### config.mk
export PLATFORM = sky130hd
export DESIGN_NAME = ibl_link
export DESIGN_NICKNAME = d
export VERILOG_FILES = /design/src/rtl/ibl_pkg.sv /design/src/rtl/ibl_framer.sv /design/src/rtl/ibl_deframer.sv /design/src/rtl/ibl_link.sv
export SDC_FILE = /design/constraint.sdc
export NUM_CORES = 1
export LEC_CHECK = 0
export BUFFER_PORTS_ARGS = -buffer_cell sky130_fd_sc_hd__buf_4
export CORE_ASPECT_RATIO = 1.75
export CORE_UTILIZATION = 40
export CTS_BUF_LIST = sky130_fd_sc_hd__clkbuf_2
export DETAILED_ROUTE_END_ITERATION = 8
export PLACE_DENSITY = 0.61
export SYNTH_ARGS = -nofsm -noshare
export SYNTH_HDL_FRONTEND = slang
export SYNTH_SLANG_ARGS = --single-unit
### constraint.sdc
create_clock -name clk -period 2.1 [get_ports clk]
set_input_delay 0.315 -clock clk [delete_from_list [all_inputs] [get_ports clk]]
set_output_delay 0.315 -clock clk [all_outputs]
set_load 0.05 [all_outputs]
### src/rtl/ibl_pkg.sv
package ibl_pkg;
  localparam int unsigned IBL_DW    = 8;
  localparam int unsigned IBL_BURST = 8;
endpackage

### src/rtl/ibl_framer.sv
module ibl_framer #(
  parameter int unsigned DW    = ibl_pkg::IBL_DW,
  parameter int unsigned BURST = ibl_pkg::IBL_BURST,
  localparam int unsigned PW   = $clog2(BURST + 1),
  localparam int unsigned IW   = $clog2(BURST)
) (
  input  logic          clk,
  input  logic          rst,
  input  logic          in_valid,
  output logic          in_ready,
  input  logic [DW-1:0] in_data,
  input  logic          in_flip,
  output logic          bus_valid,
  output logic [DW-1:0] bus_data,
  input  logic          bus_ready,
  output logic [PW-1:0] pos_o
);
  localparam logic [PW-1:0] FLAG_POS = PW'(BURST);

  logic [PW-1:0]    pos;
  logic [BURST-1:0] flags;
  logic             bvld;
  logic [DW-1:0]    bdat;
  logic             adv;
  logic             take;

  // The output register may be reloaded when empty or being drained.
  assign adv      = !bvld || bus_ready;
  assign in_ready = (pos != FLAG_POS) && adv;
  assign take     = in_valid && in_ready;

  always_ff @(posedge clk) begin
    if (rst) begin
      pos   <= '0;
      flags <= '0;
      bvld  <= 1'b0;
      bdat  <= '0;
    end else if (adv) begin
      if (pos == FLAG_POS) begin
        bvld <= 1'b1;
        bdat <= DW'(flags);
        pos  <= '0;
      end else if (take) begin
        bvld                <= 1'b1;
        bdat                <= in_data ^ {DW{in_flip}};
        flags[pos[IW-1:0]]  <= in_flip;
        pos                 <= pos + 1'b1;
      end else begin
        bvld <= 1'b0;
      end
    end
  end

  assign bus_valid = bvld;
  assign bus_data  = bdat;
  assign pos_o     = pos;
endmodule

### src/rtl/ibl_deframer.sv
module ibl_deframer #(
  parameter int unsigned DW    = ibl_pkg::IBL_DW,
  parameter int unsigned BURST = ibl_pkg::IBL_BURST,
  localparam int unsigned PW   = $clog2(BURST + 1),
  localparam int unsigned IW   = $clog2(BURST)
) (
  input  logic          clk,
  input  logic          rst,
  input  logic          bus_valid,
  input  logic [DW-1:0] bus_data,
  output logic          bus_ready,
  output logic          out_valid,
  input  logic          out_ready,
  output logic [DW-1:0] out_data,
  output logic [PW-1:0] pos_o,
  output logic          drain_o
);
  localparam logic [PW-1:0] FLAG_POS = PW'(BURST);
  localparam logic [IW-1:0] LAST_IDX = IW'(BURST - 1);

  logic [DW-1:0]    mem [BURST];
  logic [PW-1:0]    pos;
  logic [BURST-1:0] flags;
  logic             drain;
  logic [IW-1:0]    idx;
  logic             ovld;
  logic [DW-1:0]    odat;
  logic             acc;
  logic             load;
  logic [DW-1:0]    rd;
  logic [DW-1:0]    restored;

  assign bus_ready = !drain;
  assign acc       = bus_valid && !drain;
  assign load      = drain && (!ovld || out_ready);

  // Storage has no reset so it maps onto distributed or block memory.
  always_ff @(posedge clk) begin
    if (acc && (pos != FLAG_POS)) mem[pos[IW-1:0]] <= bus_data;
  end

  assign rd = mem[idx];

  for (genvar b = 0; b < DW; b++) begin : g_restore
    assign restored[b] = rd[b] ^ flags[idx];
  end

  always_ff @(posedge clk) begin
    if (rst) begin
      pos   <= '0;
      flags <= '0;
      drain <= 1'b0;
      idx   <= '0;
      ovld  <= 1'b0;
      odat  <= '0;
    end else begin
      if (acc) begin
        if (pos == FLAG_POS) begin
          flags <= bus_data[BURST-1:0];
          drain <= 1'b1;
          idx   <= '0;
          pos   <= '0;
        end else begin
          pos <= pos + 1'b1;
        end
      end
      if (load) begin
        ovld <= 1'b1;
        odat <= restored;
        idx  <= idx + 1'b1;
        if (idx == LAST_IDX) drain <= 1'b0;
      end else if (out_ready) begin
        ovld <= 1'b0;
      end
    end
  end

  assign out_valid = ovld;
  assign out_data  = odat;
  assign pos_o     = pos;
  assign drain_o   = drain;
endmodule

### src/rtl/ibl_link.sv
module ibl_link #(
  parameter int unsigned DW    = ibl_pkg::IBL_DW,
  parameter int unsigned BURST = ibl_pkg::IBL_BURST
) (
  input  logic          clk,
  input  logic          rst,
  input  logic          in_valid,
  output logic          in_ready,
  input  logic [DW-1:0] in_data,
  input  logic          in_flip,
  output logic          bus_valid,
  output logic [DW-1:0] bus_data,
  output logic          bus_ready,
  output logic          out_valid,
  input  logic          out_ready,
  output logic [DW-1:0] out_data
);
  localparam int unsigned PW = $clog2(BURST + 1);

  logic [PW-1:0] tx_pos;
  logic [PW-1:0] rx_pos;
  logic          rx_drain;

  ibl_framer #(.DW(DW), .BURST(BURST)) u_tx (
    .clk(clk), .rst(rst),
    .in_valid(in_valid), .in_ready(in_ready),
    .in_data(in_data), .in_flip(in_flip),
    .bus_valid(bus_valid), .bus_data(bus_data), .bus_ready(bus_ready),
    .pos_o(tx_pos)
  );

  ibl_deframer #(.DW(DW), .BURST(BURST)) u_rx (
    .clk(clk), .rst(rst),
    .bus_valid(bus_valid), .bus_data(bus_data), .bus_ready(bus_ready),
    .out_valid(out_valid), .out_ready(out_ready), .out_data(out_data),
    .pos_o(rx_pos), .drain_o(rx_drain)
  );
endmodule

==> results.md <==
* Switching Fraction at 24.42%
* Total clock sinks at 113
* Post-Synth XOR/XNOR Area at 3.359%
* Later-pin clock latency in the skew report at 0.63 ns
* Vias at 2938
* CP Cell Sequence: inv_4 > ha_4 > and3b_2 > nor2_4 > buf_8
* DP HPWL at 6853 µm
* Cell count after placement at 521
* Syn_area_per_cell at 13.26 µm²
* Critical path origin: u_tx.pos_o[1]
* Leakage power total at 1.923 nW
* Simple-gate share of the synthesized area at 10.42%
* GRT Util Overall at 17.36%
* Initial antenna violation count at 1
* Synth warn at 0
* FF-to-FF Start: u_rx.idx[0]
* Area of the core at 11520 µm²
* Slowest stage delay, CP at 0.40 ns
* Syn Nets at 373
* Clock root buffer: clkbuf_2
* Iter 0 DRT Violations at 138
* Initial Utilization at 40.75%
* Site Rows at 52
* Crit path buf inv count at 2
* H-tree levels at 4
* RSZ-0062 raised after global routing: yes
* Hold endpoint: u_tx.flags[0]
* Cts bufs inserted at 17
* FF-to-FF End: u_rx.out_data[1]
* Hold crit path type: primary input to flop
* Final ANT Viol Nets at 0
* Tcrit/Tclk final at 96.41%
* Vias in the first global route at 2968
* Final setup fails at 0
* CP max-delay cell: dfxtp_4
* First-pass GRT wire length at 15580 µm
* Seq/Total Area, Yosys at 61.85%
* Synth Register Bits at 113
* Setup CP Type: flop to primary output
* Critical Path Source Type: flop
* Seq pwr share at 62.6%
* Slew Limit Fails at 0
* R2R setup slack at 0.23 ns
* Main flop type after synthesis: edfxtp_1
* Minimum clock period at 2.025 ns
* Fin nets at 431
* Max_slew headroom at 37.66%
* Peak supply drop at 346.0 µV
* Combinational Power Share at 7.3%
* Pwr Total at 3.838 mW
* Skew final at 0.02091 ns
* Most frequent cell after synthesis: edfxtp_1
* Max Clk Rate at 493.9 MHz
* Cell taking the most area after synthesis: edfxtp_1
* Fill count at 1054
* Yosys cell types at 36
* FF-to-FF path depth at 4
* Final wirelength at 9823 µm
* Routed vias/inst at 5.237
* Main combinational cell family by area after synthesis: multiplexers
* Tightest Pin Transition at 0.9280 ns
* CTS Buffer Depth at 2
* Routability congestion estimate from global placement at 0.8297
* # DRC at 6
* Utilization after layout at 46.97%
* Die Y at 145.3 µm
* Final hold violation count at 0
* CP Data Required Time at 1.78 ns
* Psw at 0.9373 mW
* Layout cells sized above 1 at 25.41%
* Commonest cells in the synthesized netlist: edfxtp_1, nand2_1, dfxtp_1
* Mapped Area at 4693 µm²
* Hold Path Origin: in_flip
* Top cell type's share of synthesized area at 40.95%
* IO buf count at 32
* Post-route insts no fill at 561
* CP delay by family, top: flip-flops
* Mux contribution to synthesized area at 13.01%
* Largest net degree at the start of global routing at 47
* DRT Pass-1 Iters at 6
* Max-cap violations at 0
* Synth area leaders: edfxtp_1, dfxtp_1, mux4_2, nand2_1, mux2i_1
* TritonCTS clock tree: yes
* Outcome: finished, violations left
* Post-synth EDFFs at 64
* Ys async rst share at 0%
* DR WL/cell at 17.51 µm
* Internal at 2.901 mW
* Clk pwr share at 30.1%
* Failing checks: design-rule violations
* Pwr dens at 709.6 nW/µm²
* Hold path cells at 3
* IO Pins at 33
* Synth Area in Adders at 1.600%
* Total grt overflow at 0
* Width of the die at 83.88 µm
* Die area at 12190 µm²
* Setup crit end kind: primary output
* Compound-Gate Fraction of Synth Area at 6.265%
* Worst-path clk slew at 0.15 ns
* Crit path max fanout at 3
* Worst EP arrival at 1.71 ns
* Cells after Synth at 354
* Syn-to-layout area delta at 15.25%
## sequential cells by signal, summed over array words and instances (netlist names), named ones only
| signal | count |
|---|---|
| u_rx.pos_o | 4 |
| u_rx.flags | 8 |
| u_tx.bus_valid | 1 |
| u_tx.flags | 8 |
| u_tx.pos_o | 4 |
| u_rx.out_data | 8 |
| u_rx.drain_o | 1 |
| u_tx.bus_data | 8 |
| u_rx.mem | 64 |
| u_rx.idx | 3 |
| u_rx.out_valid | 1 |
## layout by cell type (no fill, tap or decap), types with 12 or more instances in the layout
cell       n
xnor2_1   17
dfxtp_1   46
mux2i_1   16
mux4_2    12
nor2_1    25
buf_4     56
clkbuf_2  21
nand2_1   50
a21oi_1   26
edfxtp_1  64
## metal layers
layer	wire, µm	global-route usage, %
met2	5501	32.62
met5	0	0
met4	201	7.500
met1	3826	17.73
met3	293	4.437
## metrics by stage
step / cell area, µm² / hold slack [ns] / TNS, ns / setup slack (ns)
final: 5409 / 0.08409 / 0 / 0.07544
after floorplan: 4698 / 0.4306 / 0 / 0.1002
after detailed placement: 5132 / 0.4556 / 0 / 0.2348
after global routing: 5409 / 0.02479 / -0.03357 / -0.03357
after global placement: 5132 / 0.4486 / 0 / 0.2643
after CTS: 5379 / 0.01268 / 0 / 0.003195
## worst max-delay path by stage
| stage | to | slack [ns] | cells after the start |
|---|---|---|---|
| floorplan | u_tx.pos_o[0] | 0.10 | 7 |
| detailed placement | u_rx.out_data[1] | 0.23 | 4 |
| global route | in_ready | -0.03 | 5 |
| finish | in_ready | 0.08 | 5 |
| global placement | u_rx.out_data[5] | 0.26 | 4 |
| CTS | in_ready | 0.003 | 5 |
## power by group through the flow
stage	sequential, mW	combinational [mW]	clock (mW)
after floorplan	2.49	0.119	0
after global placement	2.45	0.262	0
after detailed placement	2.45	0.267	0
after CTS	2.40	0.277	1.19
after global routing	2.41	0.305	1.30
final	2.40	0.281	1.16
## cells by family after synthesis
logic type / count (synthesis)
compound gates: 48
xor+xnor: 18
fa+ha+maj: 6
buf+inv: 26
flops: 113
mux: 35
simple gates: 108
## tightest hold or removal path, delay by kind of cell
kind                   cells  cell delay [ns]
buffers and inverters      1             0.18
multiplexers               1             0.14
AND/OR/NAND/NOR            1             0.05
## layout make-up
type | instances | area (µm²) | share of cell area [%]
flip-flops and latches | 113 | 2909 | 53.78
repair buffers | 60 | 475.5 | 8.790
well taps | 135 | 168.9 | 3.123
inverters | 5 | 21.27 | 0.3932
clock buffers | 21 | 105.1 | 1.943
multi-input cells | 215 | 1653 | 30.56
diodes | 1 | 2.502 | 0.04626
clock inverters | 11 | 73.82 | 1.365
## timing repair
| action | CTS | global route |
|---|---|---|
| buffers inserted | 4 | 1 |
| pin swaps | 1 | 2 |
| hold buffers | 2 | 0 |
| endpoints found under the setup margin | 1 | 1 |
| resized for setup | 7 | 7 |
| endpoints found under the hold margin | 3 | 0 |
Power figures use the tool's default switching activity.
